--- src/rtl/i2c_sclgen_pkg.sv ---
package i2c_sclgen_pkg;
  typedef enum logic [1:0] {
    PH_IDLE = 2'd0,
    PH_LOW  = 2'd1,
    PH_HIGH = 2'd2
  } scl_phase_e;
endpackage

--- src/rtl/i2c_sclgen_decode.sv ---
module i2c_sclgen_decode #(
  parameter int DIV_W    = 8,
  parameter int EXP_W    = 3,
  parameter int EXP_MAX  = 7,
  parameter int HOLD_W   = 6,
  parameter int HOLD_MAX = 63,
  parameter int OFFSET   = 4,
  parameter int CNT_W    = 16,
  localparam int CFG_W   = 2 * DIV_W + EXP_W + HOLD_W
) (
  input  logic [CFG_W-1:0] cfg_word,
  output logic [CNT_W-1:0] low_len,
  output logic [CNT_W-1:0] high_len,
  output logic [CNT_W-1:0] hold_pt
);
  localparam int HI_LSB   = DIV_W;
  localparam int EXP_LSB  = 2 * DIV_W;
  localparam int HOLD_LSB = EXP_LSB + EXP_W;

  // exponent codes beyond the supported range saturate
  function automatic logic [EXP_W-1:0] clamp_exp(input logic [EXP_W-1:0] e);
    return (e > EXP_W'(EXP_MAX)) ? EXP_W'(EXP_MAX) : e;
  endfunction

  // cycles in one phase: divider scaled by 2^exp, plus the fixed offset
  function automatic logic [CNT_W-1:0] phase_cycles(input logic [DIV_W-1:0] d,
                                                    input logic [EXP_W-1:0] e);
    logic [CNT_W-1:0] wide;
    wide = {{(CNT_W-DIV_W){1'b0}}, d};
    return (wide << e) + CNT_W'(OFFSET);
  endfunction

  // hold point: clamped code plus three cycles
  function automatic logic [CNT_W-1:0] hold_cycles(input logic [HOLD_W-1:0] h);
    logic [HOLD_W-1:0] hc;
    hc = (h > HOLD_W'(HOLD_MAX)) ? HOLD_W'(HOLD_MAX) : h;
    return CNT_W'(hc) + CNT_W'(3);
  endfunction

  logic [EXP_W-1:0] exp_eff;

  always_comb begin
    exp_eff  = clamp_exp(cfg_word[EXP_LSB +: EXP_W]);
    low_len  = phase_cycles(cfg_word[0 +: DIV_W], exp_eff);
    high_len = phase_cycles(cfg_word[HI_LSB +: DIV_W], exp_eff);
    hold_pt  = hold_cycles(cfg_word[HOLD_LSB +: HOLD_W]);
  end
endmodule

--- src/rtl/i2c_sclgen_events.sv ---
module i2c_sclgen_events
  import i2c_sclgen_pkg::*;
#(
  parameter int CNT_W = 16
) (
  input  scl_phase_e       phase,
  input  logic [CNT_W-1:0] cnt,
  input  logic [CNT_W-1:0] low_len_q,
  input  logic [CNT_W-1:0] high_len_q,
  input  logic [CNT_W-1:0] hold_pt_q,
  input  logic             scl_in,
  output logic             low_end,
  output logic             high_end,
  output logic             scl_o,
  output logic             tick_o,
  output logic             sda_chg_o
);
  always_comb begin
    low_end   = (phase == PH_LOW) && (cnt == low_len_q - CNT_W'(1));
    high_end  = (phase == PH_HIGH) && scl_in && (cnt == high_len_q - CNT_W'(1));
    scl_o     = (phase != PH_LOW);
    tick_o    = low_end || high_end;
    sda_chg_o = (phase == PH_LOW) && (cnt == hold_pt_q);
  end
endmodule

--- src/rtl/i2c_sclgen_phase.sv ---
module i2c_sclgen_phase
  import i2c_sclgen_pkg::*;
#(
  parameter int CNT_W = 16
) (
  input  logic             clk,
  input  logic             rst_n,
  input  logic             run_en,
  input  logic             scl_in,
  input  logic             low_end,
  input  logic             high_end,
  input  logic [CNT_W-1:0] low_len_n,
  input  logic [CNT_W-1:0] high_len_n,
  input  logic [CNT_W-1:0] hold_pt_n,
  output scl_phase_e       phase,
  output logic [CNT_W-1:0] cnt,
  output logic [CNT_W-1:0] low_len_q,
  output logic [CNT_W-1:0] high_len_q,
  output logic [CNT_W-1:0] hold_pt_q
);
  logic capture;
  assign capture = run_en && ((phase == PH_IDLE) || high_end);

  always_ff @(posedge clk or negedge rst_n) begin
    if (!rst_n) begin
      low_len_q  <= '0;
      high_len_q <= '0;
      hold_pt_q  <= '0;
    end else if (capture) begin
      low_len_q  <= low_len_n;
      high_len_q <= high_len_n;
      hold_pt_q  <= hold_pt_n;
    end
  end

  always_ff @(posedge clk or negedge rst_n) begin
    if (!rst_n) begin
      phase <= PH_IDLE;
      cnt   <= '0;
    end else if (!run_en) begin
      phase <= PH_IDLE;
      cnt   <= '0;
    end else begin
      case (phase)
        PH_IDLE: begin
          phase <= PH_LOW;
          cnt   <= '0;
        end
        PH_LOW: begin
          if (low_end) begin
            phase <= PH_HIGH;
            cnt   <= '0;
          end else begin
            cnt <= cnt + CNT_W'(1);
          end
        end
        PH_HIGH: begin
          if (high_end) begin
            phase <= PH_LOW;
            cnt   <= '0;
          end else if (scl_in) begin
            cnt <= cnt + CNT_W'(1);
          end
        end
        default: begin
          phase <= PH_IDLE;
          cnt   <= '0;
        end
      endcase
    end
  end
endmodule

--- src/rtl/i2c_sclgen.sv ---
module i2c_sclgen
  import i2c_sclgen_pkg::*;
#(
  parameter int DIV_W    = 8,
  parameter int EXP_W    = 3,
  parameter int EXP_MAX  = 7,
  parameter int HOLD_W   = 6,
  parameter int HOLD_MAX = 63,
  parameter int OFFSET   = 4,
  localparam int CFG_W   = 2 * DIV_W + EXP_W + HOLD_W,
  localparam int CNT_W   = DIV_W + (1 << EXP_W)
) (
  input  logic             clk,
  input  logic             rst_n,
  input  logic             run_en,
  input  logic [CFG_W-1:0] cfg_word,
  input  logic             scl_in,
  output logic             scl_o,
  output logic             tick_o,
  output logic             sda_chg_o
);
  logic [CNT_W-1:0] low_len_n, high_len_n, hold_pt_n;
  logic [CNT_W-1:0] low_len_q, high_len_q, hold_pt_q;
  logic [CNT_W-1:0] cnt_q;
  scl_phase_e       phase_q;
  logic             low_end, high_end;

  // named views of the phase state for the checker
  logic phase_lo, phase_hi;
  assign phase_lo = (phase_q == PH_LOW);
  assign phase_hi = (phase_q == PH_HIGH);

  i2c_sclgen_decode #(
    .DIV_W(DIV_W), .EXP_W(EXP_W), .EXP_MAX(EXP_MAX),
    .HOLD_W(HOLD_W), .HOLD_MAX(HOLD_MAX), .OFFSET(OFFSET), .CNT_W(CNT_W)
  ) u_decode (
    .cfg_word (cfg_word),
    .low_len  (low_len_n),
    .high_len (high_len_n),
    .hold_pt  (hold_pt_n)
  );

  i2c_sclgen_phase #(.CNT_W(CNT_W)) u_phase (
    .clk        (clk),
    .rst_n      (rst_n),
    .run_en     (run_en),
    .scl_in     (scl_in),
    .low_end    (low_end),
    .high_end   (high_end),
    .low_len_n  (low_len_n),
    .high_len_n (high_len_n),
    .hold_pt_n  (hold_pt_n),
    .phase      (phase_q),
    .cnt        (cnt_q),
    .low_len_q  (low_len_q),
    .high_len_q (high_len_q),
    .hold_pt_q  (hold_pt_q)
  );

  i2c_sclgen_events #(.CNT_W(CNT_W)) u_events (
    .phase      (phase_q),
    .cnt        (cnt_q),
    .low_len_q  (low_len_q),
    .high_len_q (high_len_q),
    .hold_pt_q  (hold_pt_q),
    .scl_in     (scl_in),
    .low_end    (low_end),
    .high_end   (high_end),
    .scl_o      (scl_o),
    .tick_o     (tick_o),
    .sda_chg_o  (sda_chg_o)
  );
endmodule

--- config.mk ---
export PLATFORM = sky130hd
export DESIGN_NAME = i2c_sclgen
export DESIGN_NICKNAME = d
export VERILOG_FILES = /design/src/rtl/i2c_sclgen_pkg.sv /design/src/rtl/i2c_sclgen_decode.sv /design/src/rtl/i2c_sclgen_events.sv /design/src/rtl/i2c_sclgen_phase.sv /design/src/rtl/i2c_sclgen.sv
export SDC_FILE = /design/constraint.sdc
export NUM_CORES = 1
export LEC_CHECK = 0
export BUFFER_PORTS_ARGS = -buffer_cell sky130_fd_sc_hd__buf_2
export CAP_MARGIN = 10
export CORE_MARGIN = 1
export CORE_UTILIZATION = 67
export DETAILED_ROUTE_END_ITERATION = 10
export HOLD_SLACK_MARGIN = 0.02
export PLACE_DENSITY = 0.87
export SYNTH_ARGS = -nofsm -noshare
export SYNTH_HDL_FRONTEND = slang
export SYNTH_SLANG_ARGS = --single-unit
--- constraint.sdc ---
create_clock -name clk -period 7.2 [get_ports clk]
set_input_delay 0 -clock clk [delete_from_list [all_inputs] [get_ports clk]]
set_output_delay 0 -clock clk [all_outputs]
set_load 0.02 [all_outputs]
==> results of run 1 <==
state kept, by name, indices dropped and copies added (netlist names):
signal              count
u_phase.phase           2
u_phase.high_len_q     16
u_phase.cnt            16
u_phase.hold_pt_q       7
u_phase.low_len_q      16
logic make-up (layout without fill, tap and decap cells):
kind of cell | after synthesis | count (layout) | share of synthesized area
adders and majority gates | 10 | 10 | 0.0252
DFF | 57 | 57 | 0.288
xor gates and xnor gates | 57 | 57 | 0.101
muxes | 76 | 76 | 0.178
buffers and inverters | 64 | 78 | 0.0610
and+or+nand+nor | 182 | 182 | 0.208
AOI/OAI and AO/OA | 88 | 88 | 0.140
through the flow:
stage	hold WS, ns	power (mW)	utilization	area [um2]	instances
6_report	0.0160	1.51	0.736	5310	647
5_1_grt	0.0420	1.59	0.736	5310	647
4_1_cts	0.0202	1.50	0.736	5310	647
3_5_place_dp	0.185	1.17	0.699	5040	626
3_3_place_gp	0.174	1.13	0.699	5040	626
2_1_floorplan	-0.296	1.05	-	4960	534
metal layers:
metal | GRT usage | up-vias
met3 | 0.0679 | 58
met4 | 0.169 | 0
met2 | 0.546 | 209
met1 | 0.383 | 2014
li1 | - | 1963
met5 | 0 | -
worst min path at each step:
stage / start / end / slack, ns / cells after the start
2_1_floorplan: rst_n / u_phase.cnt[0] / -0.30 / 0
3_3_place_gp: rst_n / u_phase.low_len_q[11] / 0.17 / 2
3_5_place_dp: rst_n / u_phase.low_len_q[11] / 0.18 / 2
4_1_cts: cfg_word[24] / u_phase.hold_pt_q[5] / 0.02 / 3
5_1_grt: cfg_word[15] / u_phase.high_len_q[14] / 0.04 / 3
6_report: cfg_word[15] / u_phase.high_len_q[14] / 0.02 / 3
power groups by stage:
stage / combinational (mW) / sequential (mW) / clock, mW
finish: 0.632 / 0.556 / 0.318
global route: 0.685 / 0.570 / 0.335
CTS: 0.623 / 0.552 / 0.320
detailed placement: 0.610 / 0.556 / 0
global placement: 0.580 / 0.548 / 0
floorplan: 0.561 / 0.494 / 0
cell usage in the layout, fill, tap and decap left out, types with 3 or more instances in the layout:
cell type	Yosys	layout
nor2_1	29	29
a21oi_1	15	15
and2_1	3	3
dlygate4sd3_1	0	5
or3_1	3	3
a21o_1	15	15
xor2_1	22	22
or4_1	6	6
nand3_1	12	12
ha_1	10	10
nand3b_1	4	4
nor3_1	11	11
a221oi_1	13	13
nor2b_1	10	10
o31ai_1	4	4
mux2i_1	34	34
dfrtp_1	57	57
clkbuf_8	0	12
nand2_1	32	32
nor4_1	11	11
xnor2_1	35	35
o21ai_0	9	9
a31oi_1	3	3
and3_1	12	12
buf_2	7	31
mux4_2	6	6
nand2b_1	24	24
o2111ai_1	3	3
inv_1	24	24
mux2_1	8	8
a211oi_1	3	3
mux2_2	28	28
nand4_1	11	11
a22oi_1	3	3
worst max-delay path: cells and delay by family (launching register included):
| kind | cells | cell delay [ns] |
|---|---|---|
| flops | 1 | 0.41 |
| simple gates | 3 | 1.32 |
| buf+inv | 1 | 0.09 |
| fa+ha+maj | 1 | 0.21 |
| compound gates | 4 | 1.76 |
area by class of cell:
type                            instances  area (um2)  share of cell area
Clock buffer                           12         165              0.0311
Clock inverter                          4        50.0             0.00943
Inverter                               24        90.1              0.0170
Multi-Input combinational cell        413        3230               0.609
Sequential cell                        57        1430               0.269
Tap cell                               99         124              0.0233
Timing Repair Buffer                   38         220              0.0415
==> metrics.csv, run 1 <==
stage,metric,value,unit
synthesis,syn_inst,534,
hold_path,hp-class,in -> reg,
pwr,p_leak,2.30,nW
worst_setup_path,slowest_delay,0.88,ns
synthesis,synth_ff_type,dfrtp_1,
timing,fin_setup_tns,0,ns
timing,fin_worst_skew,0.00865,ns
worst_setup_path,r2r_start,u_phase.low_len_q[0],
synthesis,synth_top_cell_by_area,dfrtp_1,
finish,areaGrowthSynthToFinish,6.99,%
grt,grt_max_degree,58,
floorplan,die_y,88.1,um
clocking,cts-root-buf,clkbuf_8,
finish,fill_cells,539,
clocking,cts_sinks,57,
finish,antennaDiodeCount,0,
clocking,cts_tree,built,
grt,grt_remaining_overflow,0,
route,wl_met2,5.82,mm
synthesis,yosysTopAreaCellShare,0.288,
synthesis,synth-edff-count,0,
flow_run,max_cap_violations,0,
worst_setup_path,critical_path.startpoint,u_phase.low_len_q[0],
finish,drive_gt1_frac,0.179,
route,wl,12.0,mm
synthesis,synthTopCellsByCount,"dfrtp_1, xnor2_1, mux2i_1, nand2_1, nor2_1",
synthesis,yosys_warnings,0,
pwr,combinationalPowerShare,0.420,
timing,slew_viol_final,0,
synthesis,synthTopCellsByArea,"dfrtp_1, mux2i_1, mux2_2",
route,num_vias,4244,
timing,slew_headroom,0.263,
pwr,swShare,0.412,
timing,final_hold_viol_count,0,
worst_setup_path,cp.required,7.42,ns
timing,setup_viol,0,
route,top_layer_used,met4,
timing,layout_setup_ws,3.28,ns
worst_setup_path,crit_path_max_fanout,19,
finish,nets,582,
placed_design,gp_congestion,0.970,
clocking,cts_buffers,9,
synthesis,ys_ff_latch,57,
route,dr.pass1.iters,7,
floorplan,die_w,88.1,um
worst_setup_path,end_kind,register,
placed_design,dp.final_hpwl,8.17,mm
clocking,insertion_delay,0.34,ns
status,status,"finished, final reports clean",
worst_setup_path,crit_path_cell_trace,inv_1 > ha_1 > nor3b_1 > nand4_1 > or4_1 > a32o_1 > o41ai_4 > a211oi_1 > a221o_1,
clocking,htreeDepth,3,
clocking,postCtsSetupBuffers,0,
synthesis,async_flop_share,1.00,
worst_setup_path,worst_ep_arrival_time,4.14,ns
floorplan,std_cell_rows,31,
timing,period_share,0.545,
floorplan,start_util,0.688,
pwr,net-switching-power,0.620,mW
route,drtIter0Drc,285,
timing,fmax,255,MHz
pwr,clkPwrFrac,0.211,
synthesis,avgSynthCellArea,9.29,um2
worst_setup_path,crit_path_start_kind,register,
timing,period_needed,3.92,ns
timing,grt_setup_unrepaired,no,
route,via_per_inst,6.56,
pwr,power_density,284,nW/um2
clocking,cts_buffer_depth,2,
placed_design,io_buffers,31,
route,drt-met1-wl,4.87,mm
grt,grt_pass1_wl,19.2,mm
clocking,cts_hold_buf,5,
clocking,clkTransAtPathRegs,0.07,ns
route,wl_met3,858,um
floorplan,io_pins,32,
route,wl_per_cell,18.6,um
synthesis,ys_types,60,
floorplan,die-area,7750,um2
worst_setup_path,regToRegEndpoint,u_phase.cnt[15],
synthesis,syn-cell-area,4960,um2
worst_setup_path,regToRegSetupSlack,3.28,ns
worst_setup_path,worst_r2r_path_depth,9,
grt,globalRouteTotalUtil,0.321,
synthesis,yosysMostFrequentCell,dfrtp_1,
grt,antenna_found_initial,0,
worst_setup_path,crit_end,u_phase.cnt[15],
pwr,p_int,0.886,mW
synthesis,ys_seq_area_frac,0.288,
route,route.detailed.drc,0,
worst_setup_path,slowest_stage,o41ai_4,
floorplan,coreArea,7210,um2
grt,grt_pass1_vias,4162,
pwr,vdd_ir_drop_max,0.234,mV
pwr,seqPwrFrac,0.369,
synthesis,synth_nets,573,
worst_setup_path,crit_type,reg -> reg,
route,ant_nets,0,
timing,max_slew.worst_pin.slew,1.10,ns
clocking,cts_resized,0,
placed_design,place_ws,3.40,ns
(Power assumes the default switching activity.)
==> inputs of run 2 (changes only) <==
--- a/config.mk
+++ b/config.mk
@@ -8,10 +8,10 @@
 export BUFFER_PORTS_ARGS = -buffer_cell sky130_fd_sc_hd__buf_2
 export CAP_MARGIN = 10
 export CORE_MARGIN = 1
-export CORE_UTILIZATION = 67
+export CORE_UTILIZATION = 56
 export DETAILED_ROUTE_END_ITERATION = 10
 export HOLD_SLACK_MARGIN = 0.02
-export PLACE_DENSITY = 0.87
+export PLACE_DENSITY = 0.77
 export SYNTH_ARGS = -nofsm -noshare
 export SYNTH_HDL_FRONTEND = slang
 export SYNTH_SLANG_ARGS = --single-unit
==> constraint.sdc (replaced) <==
create_clock -name clk -period 3.19 [get_ports clk]
set_input_delay 0 -clock clk [delete_from_list [all_inputs] [get_ports clk]]
set_output_delay 0 -clock clk [all_outputs]
set_load 0.02 [all_outputs]
==> metrics.csv, run 2 (same netlist as run 1, synthesis figures left out) <==
stage,metric,value,unit,change
status,status,"complete, but fails checks",,
status,violations,negative setup slack,,
placed_design,place_ws,0.0238,ns,-3.38 ns
floorplan,std_cell_rows,33,,+6.5%
route,ant_nets,0,,unchanged
grt,grt_pass1_vias,4145,,-0.41%
timing,timing.hold.ws,0.0271,ns,+0.0111 ns
timing,grt_setup_unrepaired,yes,,
clocking,cts_tree,built,,
pwr,combinationalPowerShare,0.530,,+0.110
floorplan,start_util,0.592,,-0.0958
timing,fmax,301,MHz,+18%
clocking,insertion_delay,0.35,ns,about the same
placed_design,dp_cells,654,,+4.5%
timing,layout_setup_ws,-0.134,ns,-3.41 ns
timing,fin_worst_skew,0.00865,ns,-0.00000718 ns
placed_design,io_buffers,31,,unchanged
route,num_vias,4567,,+7.6%
pwr,finalPower,4.08,mW,+170%
clocking,cts_buffer_depth,2,,unchanged
pwr,power_density,683,nW/um2,+140%
worst_setup_path,worst_ep_arrival_time,3.56,ns,-0.58 ns
route,wl_per_cell,19.6,um,+5.8%
route,wl,13.8,mm,+15%
placed_design,gp_congestion,0.892,,-8.0%
worst_setup_path,crit_path_max_fanout,6,,-13
hold_path,hp-class,in -> reg,,
finish,fin_util,0.712,,-0.0238
clocking,htreeDepth,3,,unchanged
pwr,swShare,0.396,,-0.0152
pwr,p_leak,2.69,nW,+17%
floorplan,die_w,96.1,um,+9.2%
timing,period_share,1.04,,+0.498
grt,grt_remaining_overflow,0,,unchanged
route,route.detailed.drc,0,,unchanged
floorplan,die-area,9240,um2,+19%
finish,biggestRegsByFlops,"u_phase.cnt x16, u_phase.high_len_q x16, u_phase.low_len_q x16",,
route,drtIter0Drc,391,,+37%
flow_run,max_cap_violations,0,,unchanged
route,via_per_inst,6.50,,-0.96%
worst_setup_path,slowest_stage,or4_4,,
floorplan,io_pins,32,,unchanged
finish,nets,633,,+8.8%
finish,multi_input_area,3370,um2,+4.4%
clocking,cts_sinks,57,,unchanged
route,dr.pass1.iters,6,,-1
worst_setup_path,end_kind,register,,
worst_setup_path,crit_type,reg -> reg,,
finish,seq_area,1430,um2,+0.44%
placed_design,place_area,5240,um2,+3.9%
finish,antennaDiodeCount,0,,unchanged
finish,layout_commonest_cell,dfrtp_1,,
timing,final_hold_viol_count,0,,unchanged
finish,layout_common_cells,"dfrtp_1, buf_4, xnor2_1, mux2i_1",,
clocking,cts-root-buf,clkbuf_8,,
worst_setup_path,crit_path_start_kind,register,,
worst_setup_path,slowest_delay,0.59,ns,-0.29 ns
grt,grt_pass1_wl,19.6,mm,+2.1%
finish,fill_cells,573,,+6.3%
clocking,cts_buffers,9,,unchanged
finish,drive_gt1_frac,0.284,,+0.105
timing,setup_viol,34,,+34
pwr,seqPwrFrac,0.302,,-0.067
finish,areaGrowthSynthToFinish,20.3,%,
finish,instances_no_fill,703,,+8.7%
floorplan,die_y,96.1,um,+9.2%
timing,slew_viol_final,0,,unchanged
pwr,vdd_ir_drop_max,0.677,mV,+190%
grt,antenna_found_initial,0,,unchanged
floorplan,coreArea,8380,um2,+16%
finish,finalInstanceArea,5970,um2,+12%
clocking,clkTransAtPathRegs,0.07,ns,about the same
worst_setup_path,cp.required,3.42,ns,-4.00 ns
timing,slew_headroom,0.311,,+0.0473
grt,globalRouteTotalUtil,0.277,,-0.0445
worst_setup_path,critPathTopFamily,simple AND/OR/NAND/NOR gates,,
worst_setup_path,crit_buf_inv,3,,+2
pwr,clkPwrFrac,0.168,,-0.043
worst_setup_path,crit_path_cell_trace,inv_1 > ha_1 > nor3b_4 > nand3_1 > nor4_1 > a21oi_1 > or4_4 > a21boi_4 > buf_6 > buf_12 > mux2_2,,
placed_design,dp.final_hpwl,8.64,mm,+5.7%
timing,max_slew.worst_pin.slew,1.03,ns,-0.0672 ns
pwr,net-switching-power,1.62,mW,+160%
pwr,p_int,2.46,mW,+180%
grt,grt_max_degree,45,,-22%
timing,period_needed,3.32,ns,-0.597 ns
timing,fin_setup_tns,-2.78,ns,-2.78 ns
## run 2: metal layers
layer / wire length (um) / vias to the layer above / global-route usage / part of all wire
li1: - / 2059 / - / -
met1: 5690 / 2227 / 0.356 / 0.41
met2: 6760 / 225 / 0.462 / 0.49
met3: 858 / 56 / 0.0537 / 0.062
met4: 495 / 0 / 0.0983 / 0.036
met5: 0 / - / 0 / 0
## run 2: layout make-up
cell class,instances,share of cell area
repair buffers,89,0.125
well taps,105,0.0220
inverters,24,0.0151
clock inverters,3,0.00671
clock buffers,12,0.0260
multi-input cells,413,0.566
flip-flops and latches,57,0.240
## run 2: repair_timing
item,4_1_cts,5_1_grt
pin swaps,1,9
hold endpoints to repair,50,0
gates resized for setup,3,50
hold buffers,7,0
buffers inserted,0,23
gates cloned,0,4
endpoints found under the setup margin,22,37
## run 2: worst min-delay path, cell delays in order
cell	delay, ns
buf_2	0.11
inv_1	0.05
ha_1	0.11
mux2i_1	0.06
## run 2: power by group through the flow
stage	Combinational, mW	Sequential [mW]	Clock (mW)
5_1_grt	2.29	1.25	0.720
3_5_place_dp	1.59	1.20	0
3_3_place_gp	1.54	1.19	0
4_1_cts	1.62	1.19	0.682
2_1_floorplan	1.27	1.11	0
6_report	2.16	1.23	0.684
## run 2: worst paths after layout
kind,slack [ns],cells after the start,to,from
max in group asynchronous,2.00,3,u_phase.high_len_q[0],rst_n
min reg2reg,0.53,1,u_phase.hold_pt_q[6],u_phase.hold_pt_q[6]
min,0.03,4,u_phase.hold_pt_q[1],cfg_word[20]
max reg2reg,-0.13,11,u_phase.low_len_q[3],u_phase.high_len_q[0]
min in group asynchronous,0.39,2,u_phase.low_len_q[5],rst_n
max,-0.13,11,u_phase.low_len_q[3],u_phase.high_len_q[0]
==> inputs of run 3 (changes only) <==
--- a/config.mk
+++ b/config.mk
@@ -8,7 +8,7 @@
 export BUFFER_PORTS_ARGS = -buffer_cell sky130_fd_sc_hd__buf_2
 export CAP_MARGIN = 10
 export CORE_MARGIN = 1
-export CORE_UTILIZATION = 56
+export CORE_UTILIZATION = 52
 export DETAILED_ROUTE_END_ITERATION = 10
 export HOLD_SLACK_MARGIN = 0.02
 export PLACE_DENSITY = 0.77
==> metrics.csv, run 3 (same netlist as run 1, synthesis figures left out) <==
stage,metric,value,unit,change
status,status,"complete, but fails checks",,
status,violations,negative setup slack,,
clocking,htreeDepth,3,,unchanged
grt,grt_pass1_vias,4187,,+1.0%
clocking,cts_tree,built,,
clocking,cts_buffers,9,,unchanged
clocking,clkTransAtPathRegs,0.07,ns,about the same
timing,final_hold_viol_count,0,,unchanged
floorplan,die_y,99.7,um,+3.7%
timing,fmax,307,MHz,+2.1%
finish,biggestRegsByFlops,"u_phase.cnt x16, u_phase.high_len_q x16, u_phase.low_len_q x16",,
clocking,cts_sinks,57,,unchanged
floorplan,io_pins,32,,unchanged
timing,fin_worst_skew,0.00908,ns,+0.000433 ns
route,wl,12.8,mm,-7.1%
route,wl_per_cell,18.1,um,-7.8%
finish,layout_common_cells,"dfrtp_1, mux2i_1, xnor2_1, nand2_1, buf_2",,
placed_design,io_buffers,31,,unchanged
grt,globalRouteTotalUtil,0.262,,-0.0146
hold_path,hp-class,in -> reg,,
finish,areaGrowthSynthToFinish,16.5,%,
grt,antenna_found_initial,0,,unchanged
timing,setup_viol,24,,-29%
pwr,p_leak,2.52,nW,-6.5%
placed_design,gp_congestion,0.864,,-3.1%
route,num_vias,4342,,-4.9%
grt,grt_max_degree,34,,-24%
timing,max_slew.worst_pin.slew,0.775,ns,-0.259 ns
worst_setup_path,crit_path_cell_trace,nor4_4 > nand2_1 > or4_4 > xnor2_2 > nand4_2 > or4_4 > a21boi_4 > buf_12 > clkbuf_16 > mux2_1,,
finish,nets,614,,-3.0%
worst_setup_path,end_kind,register,,
worst_setup_path,worst_ep_arrival_time,3.49,ns,-0.07 ns
worst_setup_path,cp.required,3.42,ns,about the same
worst_setup_path,crit_buf_inv,2,,-1
route,route.detailed.drc,0,,unchanged
grt,grt_pass1_wl,20.4,mm,+4.2%
timing,layout_setup_ws,-0.0665,ns,+0.0678 ns
timing,grt_setup_unrepaired,yes,,
clocking,cts-root-buf,clkbuf_8,,
route,via_per_inst,6.13,,-5.6%
flow_run,max_cap_violations,0,,unchanged
timing,period_needed,3.26,ns,-0.0678 ns
floorplan,coreArea,9240,um2,+10%
timing,fin_setup_tns,-1.16,ns,+1.61 ns
floorplan,die-area,9940,um2,+7.5%
worst_setup_path,cpMostUsedCell,or4_4,,
finish,layout_commonest_cell,dfrtp_1,,
worst_setup_path,crit_type,reg -> reg,,
worst_setup_path,slowest_delay,0.47,ns,-0.12 ns
worst_setup_path,crit_path_start_kind,register,,
clocking,cts_buffer_depth,2,,unchanged
finish,drive_gt1_frac,0.257,,-0.0269
floorplan,die_w,99.7,um,+3.7%
worst_setup_path,crit_path_max_fanout,7,,+1
timing,slew_viol_final,0,,unchanged
route,drtIter0Drc,337,,-14%
route,dr.pass1.iters,5,,-1
worst_setup_path,slowest_stage,or4_4,,
finish,fill_cells,719,,+25%
grt,grt_remaining_overflow,0,,unchanged
pwr,power_density,656,nW/um2,-4.0%
timing,slew_headroom,0.484,,+0.173
pwr,vdd_ir_drop_max,0.564,mV,-17%
floorplan,std_cell_rows,35,,+6.1%
pwr,finalPower,3.79,mW,-7.1%
finish,antennaDiodeCount,0,,unchanged
clocking,insertion_delay,0.35,ns,about the same
worst_setup_path,critPathTopFamily,simple AND/OR/NAND/NOR gates,,
timing,period_share,1.02,,-0.0213
floorplan,start_util,0.537,,-0.0550
route,ant_nets,0,,unchanged
placed_design,dp.final_hpwl,8.69,mm,+0.62%
## run 3: cell type report
| type | instances | area [um2] | area share |
|---|---|---|---|
| flip-flops and latches | 57 | 1430 | 0.248 |
| clock buffers | 12 | 155 | 0.0269 |
| well taps | 129 | 161 | 0.0279 |
| repair buffers | 70 | 566 | 0.0979 |
| multi-input cells | 413 | 3330 | 0.577 |
| inverters | 24 | 90.1 | 0.0156 |
| clock inverters | 3 | 40.0 | 0.00693 |
## run 3: final timing paths
path / startpoint / end / slack (ns) / depth (start not counted)
worst max register to register: u_phase.high_len_q[4] / u_phase.hold_pt_q[0] / -0.07 / 10
worst max-delay path: u_phase.high_len_q[4] / u_phase.hold_pt_q[0] / -0.07 / 10
max in group asynchronous: rst_n / u_phase.high_len_q[0] / 2.05 / 3
worst min-delay path: cfg_word[24] / u_phase.hold_pt_q[6] / 0.03 / 3
worst min register to register: u_phase.hold_pt_q[6] / u_phase.hold_pt_q[6] / 0.52 / 1
min in group asynchronous: rst_n / u_phase.cnt[10] / 0.26 / 2
## run 3: routing by layer
layer  vias up  part of all wire  track usage
met5         -                 0            0
met2       137              0.50        0.455
met3        28             0.056       0.0590
met1      2153              0.42        0.322
met4         0             0.023       0.0860
li1       2024                 -            -
## run 3: through the flow
step	utilization	hold slack, ns	instances	instance area, um2	setup slack, ns
3_3_place_gp	0.568	0.101	673	5250	0.120
6_report	0.625	0.0324	708	5780	-0.0665
4_1_cts	0.598	0.0278	694	5530	0.0247
2_1_floorplan	-	-0.296	534	4960	0.162
3_5_place_dp	0.568	0.108	673	5250	-0.0460
5_1_grt	0.625	0.0400	708	5780	-0.152
## run 3: where the power goes
part | internal, mW | switching [mW]
registers | 0.936 | 0.323
logic | 0.920 | 0.914
clock network | 0.397 | 0.300
## run 3: repair_timing
action / CTS / global route
gates resized for setup: 5 / 24
cloned: 0 / 3
hold buffers: 6 / 0
endpoints found under the hold margin: 38 / 0
pin swaps: 0 / 4
setup buffers: 0 / 11
endpoints found under the setup margin: 17 / 33
## run 3: tightest hold or removal path: stages
cell and delay [ns]:
buf_2 0.10, and3_1 0.14, mux2_1 0.12
